$ cat config.mk
export PLATFORM = sky130hd
export DESIGN_NAME = mcpc_top
export DESIGN_NICKNAME = d
export VERILOG_FILES = /design/src/rtl/mcpc_pkg.sv /design/src/rtl/mcpc_seq.sv /design/src/rtl/mcpc_wake.sv /design/src/rtl/mcpc_mode.sv /design/src/rtl/mcpc_top.sv
export SDC_FILE = /design/constraint.sdc
export NUM_CORES = 1
export LEC_CHECK = 0
export BUFFER_PORTS_ARGS = -buffer_cell sky130_fd_sc_hd__buf_2
export CAP_MARGIN = 30
export CORE_UTILIZATION = 40
export DETAILED_ROUTE_END_ITERATION = 10
export PLACE_DENSITY = 0.73
export SYNTH_ARGS = -nofsm -noshare
export SYNTH_HDL_FRONTEND = slang
export SYNTH_SLANG_ARGS = --single-unit
$ cat constraint.sdc
create_clock -name clk_osc -period 2.67 [get_ports clk_osc]
set_input_delay 0.4005 -clock clk_osc [delete_from_list [all_inputs] [get_ports clk_osc]]
set_output_delay 0.4005 -clock clk_osc [all_outputs]
set_load 0.03 [all_outputs]
$ cat src/rtl/mcpc_pkg.sv
package mcpc_pkg;

    // Operating modes of the clock controller
    typedef enum logic [1:0] {
        MD_RUN    = 2'd0,
        MD_IDLE   = 2'd1,
        MD_PDOWN  = 2'd2,
        MD_SETTLE = 2'd3
    } pwr_mode_e;

    localparam int unsigned CYCLE_STATES = 6;
    localparam int unsigned STATE_W      = $clog2(CYCLE_STATES + 1);

endpackage

$ cat src/rtl/mcpc_seq.sv
module mcpc_seq #(
    parameter int unsigned N_STATES = 6,
    localparam int unsigned SW = $clog2(N_STATES + 1)
) (
    input  logic          clk,
    input  logic          rst_n,
    input  logic          advance,
    input  logic          park,
    output logic [SW-1:0] st_idx,
    output logic          ph2,
    output logic          last
);

    localparam logic [SW-1:0] LAST_IDX = SW'(N_STATES - 1);

    typedef struct packed {
        logic [SW-1:0] st;
        logic          ph;
    } seq_t;

    seq_t seq_d, seq_q;

    always_comb begin
        seq_d = seq_q;
        if (park) begin
            seq_d.st = '0;
            seq_d.ph = 1'b0;
        end else if (advance) begin
            if (!seq_q.ph) begin
                seq_d.ph = 1'b1;
            end else begin
                seq_d.ph = 1'b0;
                seq_d.st = (seq_q.st == LAST_IDX) ? '0 : seq_q.st + 1'b1;
            end
        end
    end

    always_ff @(posedge clk or negedge rst_n) begin
        if (!rst_n) begin
            seq_q <= '0;
        end else begin
            seq_q <= seq_d;
        end
    end

    assign st_idx = seq_q.st;
    assign ph2    = seq_q.ph;
    assign last   = (seq_q.st == LAST_IDX) && seq_q.ph;

    AST_STATE_RANGE: assert property (@(posedge clk) disable iff (!rst_n)
        seq_q.st <= LAST_IDX);

    AST_PHASE_ALTERNATES: assert property (@(posedge clk) disable iff (!rst_n)
        (advance && !park) |=> (seq_q.ph != $past(seq_q.ph)));

    AST_STATE_WRAPS: assert property (@(posedge clk) disable iff (!rst_n)
        (advance && !park && last) |=> (seq_q.st == '0));

endmodule

$ cat src/rtl/mcpc_wake.sv
module mcpc_wake #(
    parameter int unsigned N_EXT = 2
) (
    input  logic [N_EXT-1:0] ext_irq,
    input  logic             rtc_irq,
    input  logic             periph_irq,
    output logic             pd_wake,
    output logic             idle_wake
);

    // Only sources that remain alive with the oscillator stopped may end power-down
    always_comb begin
        pd_wake   = (|ext_irq) | rtc_irq;
        idle_wake = pd_wake | periph_irq;
    end

endmodule

$ cat src/rtl/mcpc_mode.sv
module mcpc_mode
    import mcpc_pkg::*;
#(
    parameter int unsigned SETTLE_CYC = 16,
    localparam int unsigned CW = (SETTLE_CYC > 1) ? $clog2(SETTLE_CYC) : 1
) (
    input  logic      clk,
    input  logic      rst_n,
    input  logic      set_idle,
    input  logic      set_pdown,
    input  logic      cyc_last,
    input  logic      pd_wake,
    input  logic      idle_wake,
    output pwr_mode_e mode
);

    localparam logic [CW-1:0] CNT_LAST = CW'(SETTLE_CYC - 1);

    typedef struct packed {
        pwr_mode_e     mode;
        logic          pend_idle;
        logic          pend_pd;
        logic          wake_seen;
        logic [CW-1:0] cnt;
    } mode_t;

    mode_t m_d, m_q;

    logic want_idle, want_pd, idle_exit;

    always_comb begin
        m_d       = m_q;
        want_idle = m_q.pend_idle | set_idle;
        want_pd   = m_q.pend_pd | set_pdown;
        idle_exit = m_q.wake_seen | idle_wake;

        unique case (m_q.mode)
            MD_RUN: begin
                if (cyc_last) begin
                    m_d.pend_idle = 1'b0;
                    m_d.pend_pd   = 1'b0;
                    m_d.wake_seen = 1'b0;
                    if (want_pd) begin
                        m_d.mode = MD_PDOWN;
                    end else if (want_idle) begin
                        m_d.mode = MD_IDLE;
                    end
                end else begin
                    m_d.pend_idle = want_idle;
                    m_d.pend_pd   = want_pd;
                end
            end
            MD_IDLE: begin
                if (cyc_last && idle_exit) begin
                    m_d.mode      = MD_RUN;
                    m_d.wake_seen = 1'b0;
                end else begin
                    m_d.wake_seen = idle_exit;
                end
            end
            MD_PDOWN: begin
                m_d.cnt = '0;
                if (pd_wake) begin
                    m_d.mode = MD_SETTLE;
                end
            end
            MD_SETTLE: begin
                if (m_q.cnt == CNT_LAST) begin
                    m_d.mode = MD_RUN;
                    m_d.cnt  = '0;
                end else begin
                    m_d.cnt = m_q.cnt + 1'b1;
                end
            end
            default: m_d.mode = MD_RUN;
        endcase
    end

    always_ff @(posedge clk or negedge rst_n) begin
        if (!rst_n) begin
            m_q <= '{mode: MD_RUN, pend_idle: 1'b0, pend_pd: 1'b0,
                     wake_seen: 1'b0, cnt: '0};
        end else begin
            m_q <= m_d;
        end
    end

    assign mode = m_q.mode;

    AST_RUN_LEAVES_AT_BOUNDARY: assert property (@(posedge clk) disable iff (!rst_n)
        (m_q.mode == MD_RUN && !cyc_last) |=> (m_q.mode == MD_RUN));

    AST_IDLE_LEAVES_AT_BOUNDARY: assert property (@(posedge clk) disable iff (!rst_n)
        (m_q.mode == MD_IDLE && !cyc_last) |=> (m_q.mode == MD_IDLE));

    AST_PD_WINS: assert property (@(posedge clk) disable iff (!rst_n)
        (m_q.mode == MD_RUN && cyc_last && want_pd && want_idle) |=> (m_q.mode == MD_PDOWN));

    AST_PD_HOLDS: assert property (@(posedge clk) disable iff (!rst_n)
        (m_q.mode == MD_PDOWN && !pd_wake) |=> (m_q.mode == MD_PDOWN));

    AST_SETTLE_BOUND: assert property (@(posedge clk) disable iff (!rst_n)
        m_q.cnt <= CNT_LAST);

endmodule

$ cat src/rtl/mcpc_top.sv
module mcpc_top
    import mcpc_pkg::*;
#(
    parameter int unsigned N_EXT      = 2,
    parameter int unsigned SETTLE_CYC = 16
) (
    input  logic             clk_osc,
    input  logic             rst_n,
    input  logic             set_idle,
    input  logic             set_pdown,
    input  logic [N_EXT-1:0] ext_irq,
    input  logic             rtc_irq,
    input  logic             periph_irq,
    output logic [2:0]       state_num,
    output logic             phase2,
    output logic             cycle_end,
    output logic             cpu_en,
    output logic             periph_en,
    output logic             osc_run
);

    logic [STATE_W-1:0] st_idx;
    logic               seq_last;
    logic               seq_adv;
    logic               seq_park;
    logic               pd_wake;
    logic               idle_wake;
    pwr_mode_e          mode;

    always_comb begin
        seq_adv  = (mode == MD_RUN) || (mode == MD_IDLE);
        seq_park = (mode == MD_PDOWN) || (mode == MD_SETTLE);
    end

    mcpc_seq #(
        .N_STATES (CYCLE_STATES)
    ) u_seq (
        .clk     (clk_osc),
        .rst_n   (rst_n),
        .advance (seq_adv),
        .park    (seq_park),
        .st_idx  (st_idx),
        .ph2     (phase2),
        .last    (seq_last)
    );

    mcpc_wake #(
        .N_EXT (N_EXT)
    ) u_wake (
        .ext_irq    (ext_irq),
        .rtc_irq    (rtc_irq),
        .periph_irq (periph_irq),
        .pd_wake    (pd_wake),
        .idle_wake  (idle_wake)
    );

    mcpc_mode #(
        .SETTLE_CYC (SETTLE_CYC)
    ) u_mode (
        .clk       (clk_osc),
        .rst_n     (rst_n),
        .set_idle  (set_idle),
        .set_pdown (set_pdown),
        .cyc_last  (seq_last),
        .pd_wake   (pd_wake),
        .idle_wake (idle_wake),
        .mode      (mode)
    );

    always_comb begin
        state_num = 3'(st_idx) + 3'd1;
        cpu_en    = (mode == MD_RUN);
        periph_en = (mode == MD_RUN) || (mode == MD_IDLE);
        osc_run   = (mode != MD_PDOWN);
        cycle_end = seq_last && (mode == MD_RUN);
    end

    AST_END_ONE_WIDE: assert property (@(posedge clk_osc) disable iff (!rst_n)
        cycle_end |=> !cycle_end);

    AST_END_IN_S6P2: assert property (@(posedge clk_osc) disable iff (!rst_n)
        cycle_end |-> (state_num == 3'd6 && phase2 && cpu_en));

    AST_STOPPED_AT_S1: assert property (@(posedge clk_osc) disable iff (!rst_n)
        !osc_run |-> (state_num == 3'd1 && !phase2 && !periph_en));

    AST_CPU_RESUMES_S1: assert property (@(posedge clk_osc) disable iff (!rst_n)
        $rose(cpu_en) |-> (state_num == 3'd1 && !phase2));

endmodule

Yosys cells after proc, flatten, opt, wreduce, memory -nomap -nowiden
Cells that the tools add are included.
- bits of input ports: 8
- logic and storage cells: 57
- bits in registers: 13
- output and inout port bits: 8
- equality and inequality tests: 11
- bitwise logic cells: 5
- multiplexer cells: 18
- reductions and logical operators: 14
- add/sub/neg operators: 2
- operators by type and width (kind ; count):
    2-to-1 mux 2 bit ; 7
    2-to-1 mux 4 bit ; 3
    one-hot mux 2 bit (4 select lines) ; 1
    one-hot mux 4 bit (2 select lines) ; 1
    nonzero test 2 bit ; 4
    2-to-1 mux 3 bit ; 2
    != test 2 x 1 -> 1 bit, second input constant ; 3
    OR 1 bit ; 5
    AND reduction 5 bit ; 1
    adder 4 x 1 -> 4 bit, second input constant ; 1
    == test 2 bit, second input constant ; 2
    == test 4 bit, second input constant ; 1
    != test 2 bit, second input constant ; 2
    AND reduction 2 bit ; 2
    adder 3 x 1 -> 3 bit, second input constant ; 1
    == test 3 bit, second input constant ; 1
    logical AND 1 bit ; 3
    2-to-1 mux 1 bit ; 3
    != test 3 x 1 -> 1 bit, second input constant ; 1
    == test 2 x 1 -> 1 bit, second input constant ; 1
    logical NOT 2 bit ; 1
    logical OR 1 bit ; 2
    one-hot mux 1 bit (2 select lines) ; 1
    OR reduction 2 bit ; 1

Logic depth before layout (Yosys ltp)
Gate-level depths: netlist of run 1.
- depth in word-level cells: 7
- gate-level depth with buffers: 5

Cells and area by module
A second synthesis of run 1 with hierarchy kept.
- cell total of the unflattened synthesis: 76
- area total of the unflattened synthesis: 759.5 µm²
- modules (own cells, without submodules) (module ; cells an instance ; instances ; area an instance (µm²) ; sequential area each (µm²)):
    mcpc_mode ; 49 ; 1 ; 485.5 ; 225.2
    mcpc_seq ; 17 ; 1 ; 203.9 ; 100.1
    mcpc_top ; 8 ; 1 ; 55.1 ; 0.0
    mcpc_wake ; 2 ; 1 ; 15.0 ; 0.0

Worst setup path after synthesis of run 1
OpenSTA, ideal clock, no wires.
- kind: register -> output
- start: reg u_seq.seq_q (netlist bit u_seq.st_idx[1])
- end: out cycle_end
- buffers on the path: 0
- stages on the path, launching flop included: 5
- path slack: 1023 ps
- arrival: 1247 ps
- path through: dfrtp_1 -> inv_1 -> ha_1 -> nand3_2 -> nor3_2
- word-level cells in the longest chain between the ends: 3
- ends and longest elaborated chain (element ; line ; text):
    start, declared ; mcpc_seq.sv:21 ; seq_t seq_d, seq_q;
    start signal, assigned ; mcpc_seq.sv:42 ; seq_q <= seq_d;
    == test 3 bit ; mcpc_seq.sv:48 ; assign last = (seq_q.st == LAST_IDX) && seq_q.ph;
    logical AND 1 bit ; mcpc_seq.sv:48 ;
    logical AND 1 bit ; mcpc_top.sv:75 ; cycle_end = seq_last && (mode == MD_RUN);
    end, declared ; mcpc_top.sv:16 ; output logic cycle_end,
Every way passes these cells.

Worst setup path after layout of run 1
Same ends and word-level chain as after synthesis.

==> results of run 1 <==
cells by family (layout without fill, tap and decap cells):
logic type               Yosys count  count (layout)  synth area share, %
AO/OA/AOI/OAI                     17              17                 15.0
adder cells (fa/ha/maj)            4               4                 7.16
XOR/XNOR                           1               1                 1.25
flip-flops                        13              13                 46.5
buffers and inverters             10              28                 5.72
AND/OR/NAND/NOR                   27              27                 21.5
multiplexers                       2               2                 2.86
flip-flops by register name, summed over array words and instances (netlist names):
name          cells
u_mode.m_q        7
u_seq.st_idx      3
u_mode.mode       2
u_seq.ph2         1
final cells by class:
| class | instances | area (um^2) |
|---|---|---|
| timing repair buffer | 16 | 85.1 |
| clock buffer | 3 | 22.5 |
| clock inverter | 1 | 5.00 |
| tap | 16 | 20.0 |
| inverter | 8 | 30.0 |
| fill | 152 | 754 |
| multi-input combinational | 51 | 334 |
| sequential | 13 | 325 |
metal layers:
layer / part of all wire, % / track usage, % / wire (um)
met5: 0 / 0 / 0
met4: 0.98 / 5.63 / 13
met3: 4.8 / 7.50 / 63
met2: 47 / 22.7 / 625
met1: 47 / 19.6 / 622
worst paths after layout:
kind	start	to	slack (ns)	cells past startpoint
setup reg to reg	u_seq.st_idx[1]	u_mode.mode[0]	1.37	5
max in group asynchronous	rst_n	u_seq.st_idx[2]	1.91	2
min in group asynchronous	rst_n	u_mode.m_q[4]	0.53	2
hold reg to reg	u_mode.m_q[0]	u_mode.m_q[0]	0.50	1
setup / recovery	u_seq.st_idx[1]	cycle_end	0.69	5
hold / removal	set_pdown	u_mode.m_q[5]	0.37	3
power breakdown:
part	internal [mW]	leakage, nW	switching, mW	total, mW
registers	0.282	0.150	0.111	0.393
clock network	0.0557	0.0177	0.0710	0.127
logic	0.174	0.225	0.280	0.454
cell usage after synthesis:
library cell / instances / area share [%]
a31oi_1: 1 / 0.90
inv_1: 8 / 4.3
nand2b_1: 3 / 2.7
nand3b_1: 2 / 2.1
o21a_1: 1 / 1.1
ha_1: 4 / 7.2
o211ai_1: 1 / 1.1
nor3_2: 1 / 1.4
and2_1: 1 / 0.90
nor2_1: 8 / 4.3
mux2i_1: 2 / 2.9
a21oi_1: 6 / 4.3
xor2_1: 1 / 1.3
nor4_1: 1 / 0.90
nand3_1: 4 / 2.9
a22o_1: 1 / 1.3
nand2_1: 3 / 1.6
o21ai_0: 4 / 2.9
a211oi_1: 1 / 1.1
buf_2: 2 / 1.4
nand3_2: 1 / 1.4
nor3_1: 1 / 0.71
nand4bb_1: 1 / 1.6
dfrtp_1: 13 / 47
a2bb2oi_1: 2 / 2.5
and3_1: 1 / 0.90
timing repair:
action                    4_1_cts  5_1_grt
hold buffers                    1        0
hold endpoints to repair        8        0
gates resized for setup         0        0
worst max-delay path, cell delays in order (launching register included):
cell	delay (ns)
dfrtp_1	0.43
inv_1	0.08
ha_1	0.22
nand3_2	0.15
nor3_2	0.19
buf_2	0.24
metrics by stage:
step	area [um^2]	worst slack, ns	std cells	hold slack [ns]
4_1_cts	822	0.690	108	0.375
6_report	822	0.694	108	0.373
2_1_floorplan	699	1.02	74	0.105
3_3_place_gp	785	1.06	103	0.302
3_5_place_dp	785	1.02	103	0.304
5_1_grt	822	0.565	108	0.385
==> flow_summary_export.csv, run 1 <==
group,metric,value,unit
die,coreArea,1580,um^2
timing,max_freq,506,MHz
drt,post_drt_wl_per_cell,12.3,um
logic_synthesis,synth_cell_types,26,
logic_synthesis,synth_nets,86,
global_routing,grt_pass1_vias,497,
timing,hold_viol,0,
timing,min_period_over_period,74.0,%
global_routing,grt_overflow_total,0,
global_routing,antenna_found_initial,0,
power,max-vdd-ir-drop,0.689,mV
drt,routed_wl,1320,um
drt,route.vias.total,581,
timing,tns,0,ns
timing,setup_viol,0,
logic_synthesis,ys_seq_area_share,46.5,%
logic_synthesis,ys_warn_count,0,
cells_and_area,final_nets,105,
die,die_h,43.8,um
min_path,min_path_type,"in2reg",
global_routing,track_usage,15.4,%
critical_path,crit_path_start_kind,"register",
die,die_w,43.8,um
critical_path,crit_type,"reg2out",
timing,worstMarginPinSlew,0.498,ns
clock_network,cts_max_level,1,
critical_path,critPathMaxFanout,5,
timing,clock_skew,0.00460,ns
timing,report.final.slew_viol_count,0,
clock_network,clkSinkCount,13,
logic_synthesis,synthCells,74,
cells_and_area,syn_to_final_growth,17.5,%
drt,first_pass_iters,2,
timing,min_period,1.98,ns
power,finalPower,0.974,mW
clock_network,cts_setup_buffers,0,
power,p_per_area,1180,nW/um^2
cells_and_area,final_common_cell,"buf_2",
place,dpl.hpwl,959,um
logic_synthesis,synth_seq_cells,13,
cells_and_area,insertedDiodeCount,0,
drt,vias_per_cell,5.38,
die,row_count,14,
cells_and_area,post-route-util,52.1,%
logic_synthesis,synth_area_per_cell,9.45,um^2
cells_and_area,final_cell_mix,"buf_2, dfrtp_1, inv_1, nor2_1, a21oi_1",
drt,drc,0,
power,leakagePower,0.392,nW
global_routing,grt_pass1_wl,2080,um
timing,rsz0062_at_grt,"no",
drt,drtAntennaViolNets,0,
clock_network,cts-root-buf,"clkbuf_4",
drt,drt_iter0_markers,2,
die,die-area,1920,um^2
clock_network,cts_buffers,3,
outcome,status,"complete, no violations",
global_routing,grt_max_degree,18,
critical_path,arrival,1.58,ns
critical_path,critPathCaptureType,"output port",
place,gp_congestion,0.727,
die,start_util,44.4,%
clock_network,clk_pin_slew,0.09,ns
logic_synthesis,syn_area,699,um^2
clock_network,worstSkewPairLatency,0.28,ns
die,num_io_pins,16,
cells_and_area,drive_gt1_share,22.8,%
place,port_buffers,15,
timing,maxSlewHeadroom,66.8,%
run,cap_violations,0,
clock_network,cts_tree,"done",
clock_network,cts_buffer_depth,2,
critical_path,critPathRequiredTime,2.27,ns
(Power assumes the default switching activity.)
==> inputs of run 2 (changes only) <==
--- a/config.mk
+++ b/config.mk
@@ -5,6 +5,7 @@
 export SDC_FILE = /design/constraint.sdc
 export NUM_CORES = 1
 export LEC_CHECK = 0
+export ABC_AREA = 1
 export BUFFER_PORTS_ARGS = -buffer_cell sky130_fd_sc_hd__buf_2
 export CAP_MARGIN = 30
 export CORE_UTILIZATION = 40
==> constraint.sdc (replaced) <==
create_clock -name clk_osc -period 1.96 [get_ports clk_osc]
set_input_delay 0.294 -clock clk_osc [delete_from_list [all_inputs] [get_ports clk_osc]]
set_output_delay 0.294 -clock clk_osc [all_outputs]
set_load 0.03 [all_outputs]
==> run 2 against run 1 <==
Against the previous run:
- synthesized area rose by 1.6%
- non-clock buffer count unchanged
- utilization increased by 1.3 points
- largest cell class unchanged
- critical endpoint unchanged
- critical path type unchanged
==> flow_summary_export.csv, run 2 <==
group,metric,value,unit
power,p_per_area,1500,nW/um^2
critical_path,arrival,1.51,ns
clock_network,cts_buffers,3,
timing,hold_viol,0,
drt,drc,0,
logic_synthesis,synth_cell_types,17,
timing,rsz0062_at_grt,"no",
cells_and_area,regMostFlops,"u_mode.m_q",
clock_network,cts_setup_buffers,0,
logic_synthesis,yosysMostFrequentCell,"nand2_1",
logic_synthesis,synth_nets,100,
clock_network,cts_resized,0,
critical_path,critPathRequiredTime,1.67,ns
logic_synthesis,synth_edf_count,0,
timing,hold_ws,0.293,ns
clock_network,clk_pin_slew,0.08,ns
cells_and_area,final_cell_area,842,um^2
drt,drt_iter0_markers,11,
min_path,min_path_type,"in2reg",
critical_path,critPathCaptureType,"output port",
logic_synthesis,ys_seq_area_share,45.8,%
timing,setup_viol,0,
cells_and_area,seq_area,325,um^2
power,seqPwrFrac,37.2,%
place,port_buffers,15,
die,coreArea,1580,um^2
clock_network,cts-root-buf,"clkbuf_4",
power,internal_power,0.650,mW
place,pre_cts_slack,0.463,ns
clock_network,cts_buffer_depth,2,
drt,vias_per_cell,4.96,
cells_and_area,multi_input_area,340,um^2
clock_network,worstSkewPairLatency,0.27,ns
power,switching_share,48.4,%
power,max-vdd-ir-drop,0.893,mV
place,dpl.hpwl,1020,um
cells_and_area,largest_reg_flops,7,
logic_synthesis,synth_area_per_cell,8.08,um^2
cells_and_area,syn_to_final_growth,18.5,%
timing,clock_skew,0.00173,ns
place,gp_congestion,0.879,
cells_and_area,fillers,151,
timing,worstMarginPinSlew,0.298,ns
timing,tns,0,ns
die,start_util,45.1,%
global_routing,grt_overflow_total,0,
critical_path,critPathMaxFanout,4,
clock_network,cts_max_level,1,
critical_path,crit_type,"reg2out",
global_routing,antenna_found_initial,0,
timing,report.final.slew_viol_count,0,
power,finalPower,1.26,mW
timing,layout_setup_ws,0.154,ns
min_path,holdPathStages,3,
logic_synthesis,synth_common_cells,"nand2_1, dfrtp_1, inv_1, nand3_1, nor2_1",
power,comb_power_share,49.7,%
clock_network,postCtsHoldBufs,1,
timing,maxSlewHeadroom,80.1,%
timing,min_period,1.81,ns
die,row_count,14,
place,placed_area,806,um^2
die,num_io_pins,16,
global_routing,grt_pass1_vias,537,
power,pwr-share-clk,13.0,%
drt,drtAntennaViolNets,0,
logic_synthesis,synthCells,88,
logic_synthesis,synth_seq_cells,13,
timing,max_freq,554,MHz
die,die-area,1950,um^2
outcome,status,"complete, no violations",
logic_synthesis,ys_warn_count,0,
clock_network,cts_tree,"done",
global_routing,grt_pass1_wl,2240,um
cells_and_area,final_common_cell,"nand2_1",
die,die_h,44.2,um
critical_path,worstRegToRegCells,9,
logic_synthesis,syn_area,711,um^2
cells_and_area,drive_gt1_share,23.1,%
cells_and_area,final_nets,121,
clock_network,clkSinkCount,13,
cells_and_area,insertedDiodeCount,0,
logic_synthesis,synth_top_area_share,45.8,%
die,die_w,44.2,um
drt,route.vias.total,615,
timing,min_period_over_period,92.1,%
global_routing,track_usage,15.9,%
drt,first_pass_iters,4,
power,leakagePower,0.456,nW
critical_path,crit_path_start_kind,"register",
global_routing,grt_max_degree,14,
logic_synthesis,synth_top_area_cell,"dfrtp_1",
cells_and_area,final_cell_mix,"nand2_1, buf_2, dfrtp_1",
critical_path,crit_start,"u_seq.st_idx[1]",
min_path,hp-start,"set_idle",
drt,routed_wl,1360,um
drt,post_drt_wl_per_cell,11.0,um
logic_synthesis,synth-main-ff-cell,"dfrtp_1",
power,p_sw,0.609,mW
critical_path,r2r-start,"u_seq.st_idx[1]",
run,cap_violations,0,
logic_synthesis,ys_async_sr_fraction,100,%
logic_synthesis,synthTopCellsByArea,"dfrtp_1, nand2_1, ha_1",
-- run 2: cell types whose count changed after synthesis, sizes merged, moves of 3 or more --
| cell | delta |
|---|---|
| nand2 | +20 |
| inv | +4 |
| a21oi | -4 |
| nand3 | +6 |
| nand2b | -3 |
| o21ai | +4 |
-- run 2: power groups by stage --
stage                     combinational, mW  clock [mW]  sequential (mW)
after floorplan                       0.463           0            0.470
after global placement                0.619           0            0.470
after detailed placement              0.628           0            0.473
after CTS                             0.632       0.170            0.467
after global routing                  0.698       0.180            0.482
final                                 0.626       0.164            0.469
-- run 2: through the flow --
stage | std cells | utilization (%)
floorplan | 88 | -
global placement | 119 | 51.1
detailed placement | 119 | 51.1
CTS | 124 | 53.4
global route | 124 | 53.4
finish | 124 | 53.4
-- run 2: critical path, cell delays in order, from the launching register on --
cell     delay [ns]
dfrtp_1        0.42
inv_1          0.07
ha_1           0.19
nand3_2        0.12
inv_1          0.10
nand2_1        0.07
inv_1          0.08
buf_2          0.19
-- run 2: area by class of cell --
class | instances | share of cell area (%)
clock buffers | 4 | 3.12
inverters | 12 | 5.35
multi-input cells | 63 | 40.4
flip-flops and latches | 13 | 38.6
well taps | 16 | 2.38
repair buffers | 16 | 10.1
-- run 2: final timing paths --
| path | endpoint | slack (ns) |
|---|---|---|
| max | cycle_end | 0.15 |
| min | u_mode.m_q[6] | 0.29 |
| max reg2reg | u_mode.mode[0] | 0.62 |
| min reg2reg | u_mode.m_q[6] | 0.53 |
| max in group asynchronous | u_mode.mode[0] | 1.31 |
| min in group asynchronous | u_mode.m_q[0] | 0.43 |
-- run 2: cells by family after synthesis --
family | Yosys count | synth area share [%]
XOR/XNOR | 3 | 3.70
AND/OR/NAND/NOR | 45 | 28.9
buffers and inverters | 12 | 6.34
adder cells (fa/ha/maj) | 4 | 7.04
flip-flops | 13 | 45.8
AO/OA/AOI/OAI | 11 | 8.28
-- run 2: layer usage --
layer	vias up	wire length (um)	track usage (%)
li1	322	-	-
met2	10	617	23.2
met5	-	0	0
met1	277	661	21.6
met4	0	39	10.9
met3	6	42	2.45
==> inputs of run 3 (changes only) <==
--- a/config.mk
+++ b/config.mk
@@ -8,9 +8,10 @@
 export ABC_AREA = 1
 export BUFFER_PORTS_ARGS = -buffer_cell sky130_fd_sc_hd__buf_2
 export CAP_MARGIN = 30
-export CORE_UTILIZATION = 40
+export CORE_UTILIZATION = 50
 export DETAILED_ROUTE_END_ITERATION = 10
-export PLACE_DENSITY = 0.73
+export PLACE_DENSITY = 0.86
+export SLEW_MARGIN = 20
 export SYNTH_ARGS = -nofsm -noshare
 export SYNTH_HDL_FRONTEND = slang
 export SYNTH_SLANG_ARGS = --single-unit
==> run 3 against run 2 <==
Against the previous run:
- sequential power barely moved
- sequential share of layout area rose by 0.058 points
- clock-buffer cell count did not move
- worst hold slack improved by 0.0071 ns
- critical path type unchanged
- critical endpoint unchanged
- largest power group unchanged
==> flow_summary_export.csv, run 3 (synthesized netlist as in run 2, its figures left out) <==
group,metric,value,unit
cells_and_area,regMostFlops,"u_mode.m_q",
critical_path,r2r-start,"u_seq.st_idx[1]",
cells_and_area,final_cell_mix,"nand2_1, buf_2, dfrtp_1",
critical_path,arrival,1.48,ns
timing,hold_viol,0,
clock_network,cts_buffer_depth,2,
drt,post_drt_wl_per_cell,10.6,um
power,p_per_area,1490,nW/um^2
clock_network,worstSkewPairLatency,0.27,ns
die,start_util,53.9,%
min_path,min_to,"u_mode.m_q[6]",
min_path,holdPathStages,3,
place,gp_congestion,0.865,
timing,clock_skew,0.00452,ns
global_routing,grt_pass1_vias,543,
cells_and_area,largest_reg_flops,7,
critical_path,r2r-end,"u_mode.mode[0]",
timing,worstMarginPinSlew,0.295,ns
die,coreArea,1320,um^2
run,cap_violations,0,
cells_and_area,insertedDiodeCount,0,
critical_path,max_stage_delay,0.42,ns
die,num_io_pins,16,
drt,routed_wl,1300,um
critical_path,critPathMaxFanout,4,
drt,drc,0,
die,row_count,13,
drt,first_pass_iters,4,
global_routing,grt_pass1_wl,2060,um
critical_path,worstPathCellList,"inv_1 > ha_1 > nand3_2 > inv_1 > nand2_1 > inv_1 > buf_2",
critical_path,worst-path-buf-inv,4,
critical_path,critPathRequiredTime,1.67,ns
die,die_h,39.7,um
power,finalPower,1.26,mW
critical_path,crit_slowest_cell,"dfrtp_1",
global_routing,grtUsageMet2,35.2,%
drt,vias_per_cell,5.01,
clock_network,cts_resized,0,
timing,setup_viol,0,
die,die_w,39.7,um
cells_and_area,final_common_cell,"nand2_1",
cells_and_area,syn_to_final_growth,18.3,%
power,leakagePower,0.456,nW
clock_network,clkSinkCount,13,
timing,rsz0062_at_grt,"no",
min_path,hp-start,"set_idle",
drt,drt_iter0_markers,10,
timing,maxSlewHeadroom,80.3,%
clock_network,clk_pin_slew,0.07,ns
global_routing,grt_overflow_total,0,
global_routing,grtUsageMet3,8.52,%
critical_path,crit_path_start_kind,"register",
clock_network,postCtsHoldBufs,1,
critical_path,crit_type,"reg2out",
drt,drtAntennaViolNets,0,
global_routing,track_usage,20.8,%
clock_network,cts_max_level,1,
critical_path,worstRegToRegCells,9,
drt,route.vias.total,616,
clock_network,cts_tree,"done",
timing,report.final.slew_viol_count,0,
clock_network,cts-root-buf,"clkbuf_4",
outcome,status,"complete, no violations",
critical_path,critPathCaptureType,"output port",
timing,max_freq,564,MHz
timing,min_period,1.77,ns
min_path,min_path_type,"in2reg",
critical_path,cp_common_cell,"inv_1",
global_routing,grt_max_degree,14,
die,die-area,1580,um^2
timing,tns,0,ns
global_routing,top_usage_layer,"met2",
global_routing,grt.met1_usage,22.8,%
critical_path,r2r_setup_slack,0.64,ns
clock_network,cts_setup_buffers,0,
critical_path,critPathTopFamily,"buffers and inverters",
cells_and_area,drive_gt1_share,23.1,%
clock_network,cts_buffers,3,
cells_and_area,post-route-util,63.8,%
global_routing,antenna_found_initial,0,
timing,min_period_over_period,90.4,%
place,port_buffers,15,
place,dpl.hpwl,1000,um
power,max-vdd-ir-drop,0.895,mV
cells_and_area,final_nets,121,
-- run 3: worst register-to-register path, delay by kind of cell, from the launching register on --
family        cells  cell delay (ns)
simple gates      7             0.55
flops             1             0.42
fa+ha+maj         1             0.19
buf+inv           1             0.07
-- run 3: metal layers --
layer / up-vias / part of all wire (%)
met2: 11 / 48
met3: 2 / 3.5
met1: 281 / 47
met4: 0 / 0.92
li1: 322 / -
met5: - / 0
-- run 3: area by class of cell --
| type | instances | area (um^2) |
|---|---|---|
| timing repair buffer | 16 | 85.1 |
| sequential | 13 | 325 |
| clock buffer | 4 | 26.3 |
| multi-input combinational | 63 | 340 |
| fill | 110 | 477 |
| inverter | 12 | 45.0 |
| tap | 15 | 18.8 |
-- run 3: how the worst max path moves through the flow --
stage,from,end,slack [ns],cells after the start
floorplan,u_mode.mode[0],cycle_end,0.48,3
detailed placement,u_seq.st_idx[1],cycle_end,0.48,7
global route,u_seq.st_idx[1],cycle_end,0.09,7
CTS,u_seq.st_idx[1],cycle_end,0.17,7
global placement,u_seq.st_idx[1],cycle_end,0.52,7
finish,u_seq.st_idx[1],cycle_end,0.19,7
-- run 3: metrics by stage --
stage | hold slack [ns] | cells | cell area, um^2 | setup slack, ns
final | 0.300 | 123 | 841 | 0.187
after global placement | 0.191 | 118 | 805 | 0.524
after CTS | 0.283 | 123 | 841 | 0.168
after floorplan | -0.00159 | 88 | 711 | 0.484
after detailed placement | 0.196 | 118 | 805 | 0.478
after global routing | 0.298 | 123 | 841 | 0.0885
-- run 3: power breakdown --
group,internal [mW],switching [mW],total [mW]
registers,0.365,0.103,0.467
logic,0.207,0.420,0.628
clock network,0.0788,0.0831,0.162
total,0.651,0.606,1.26
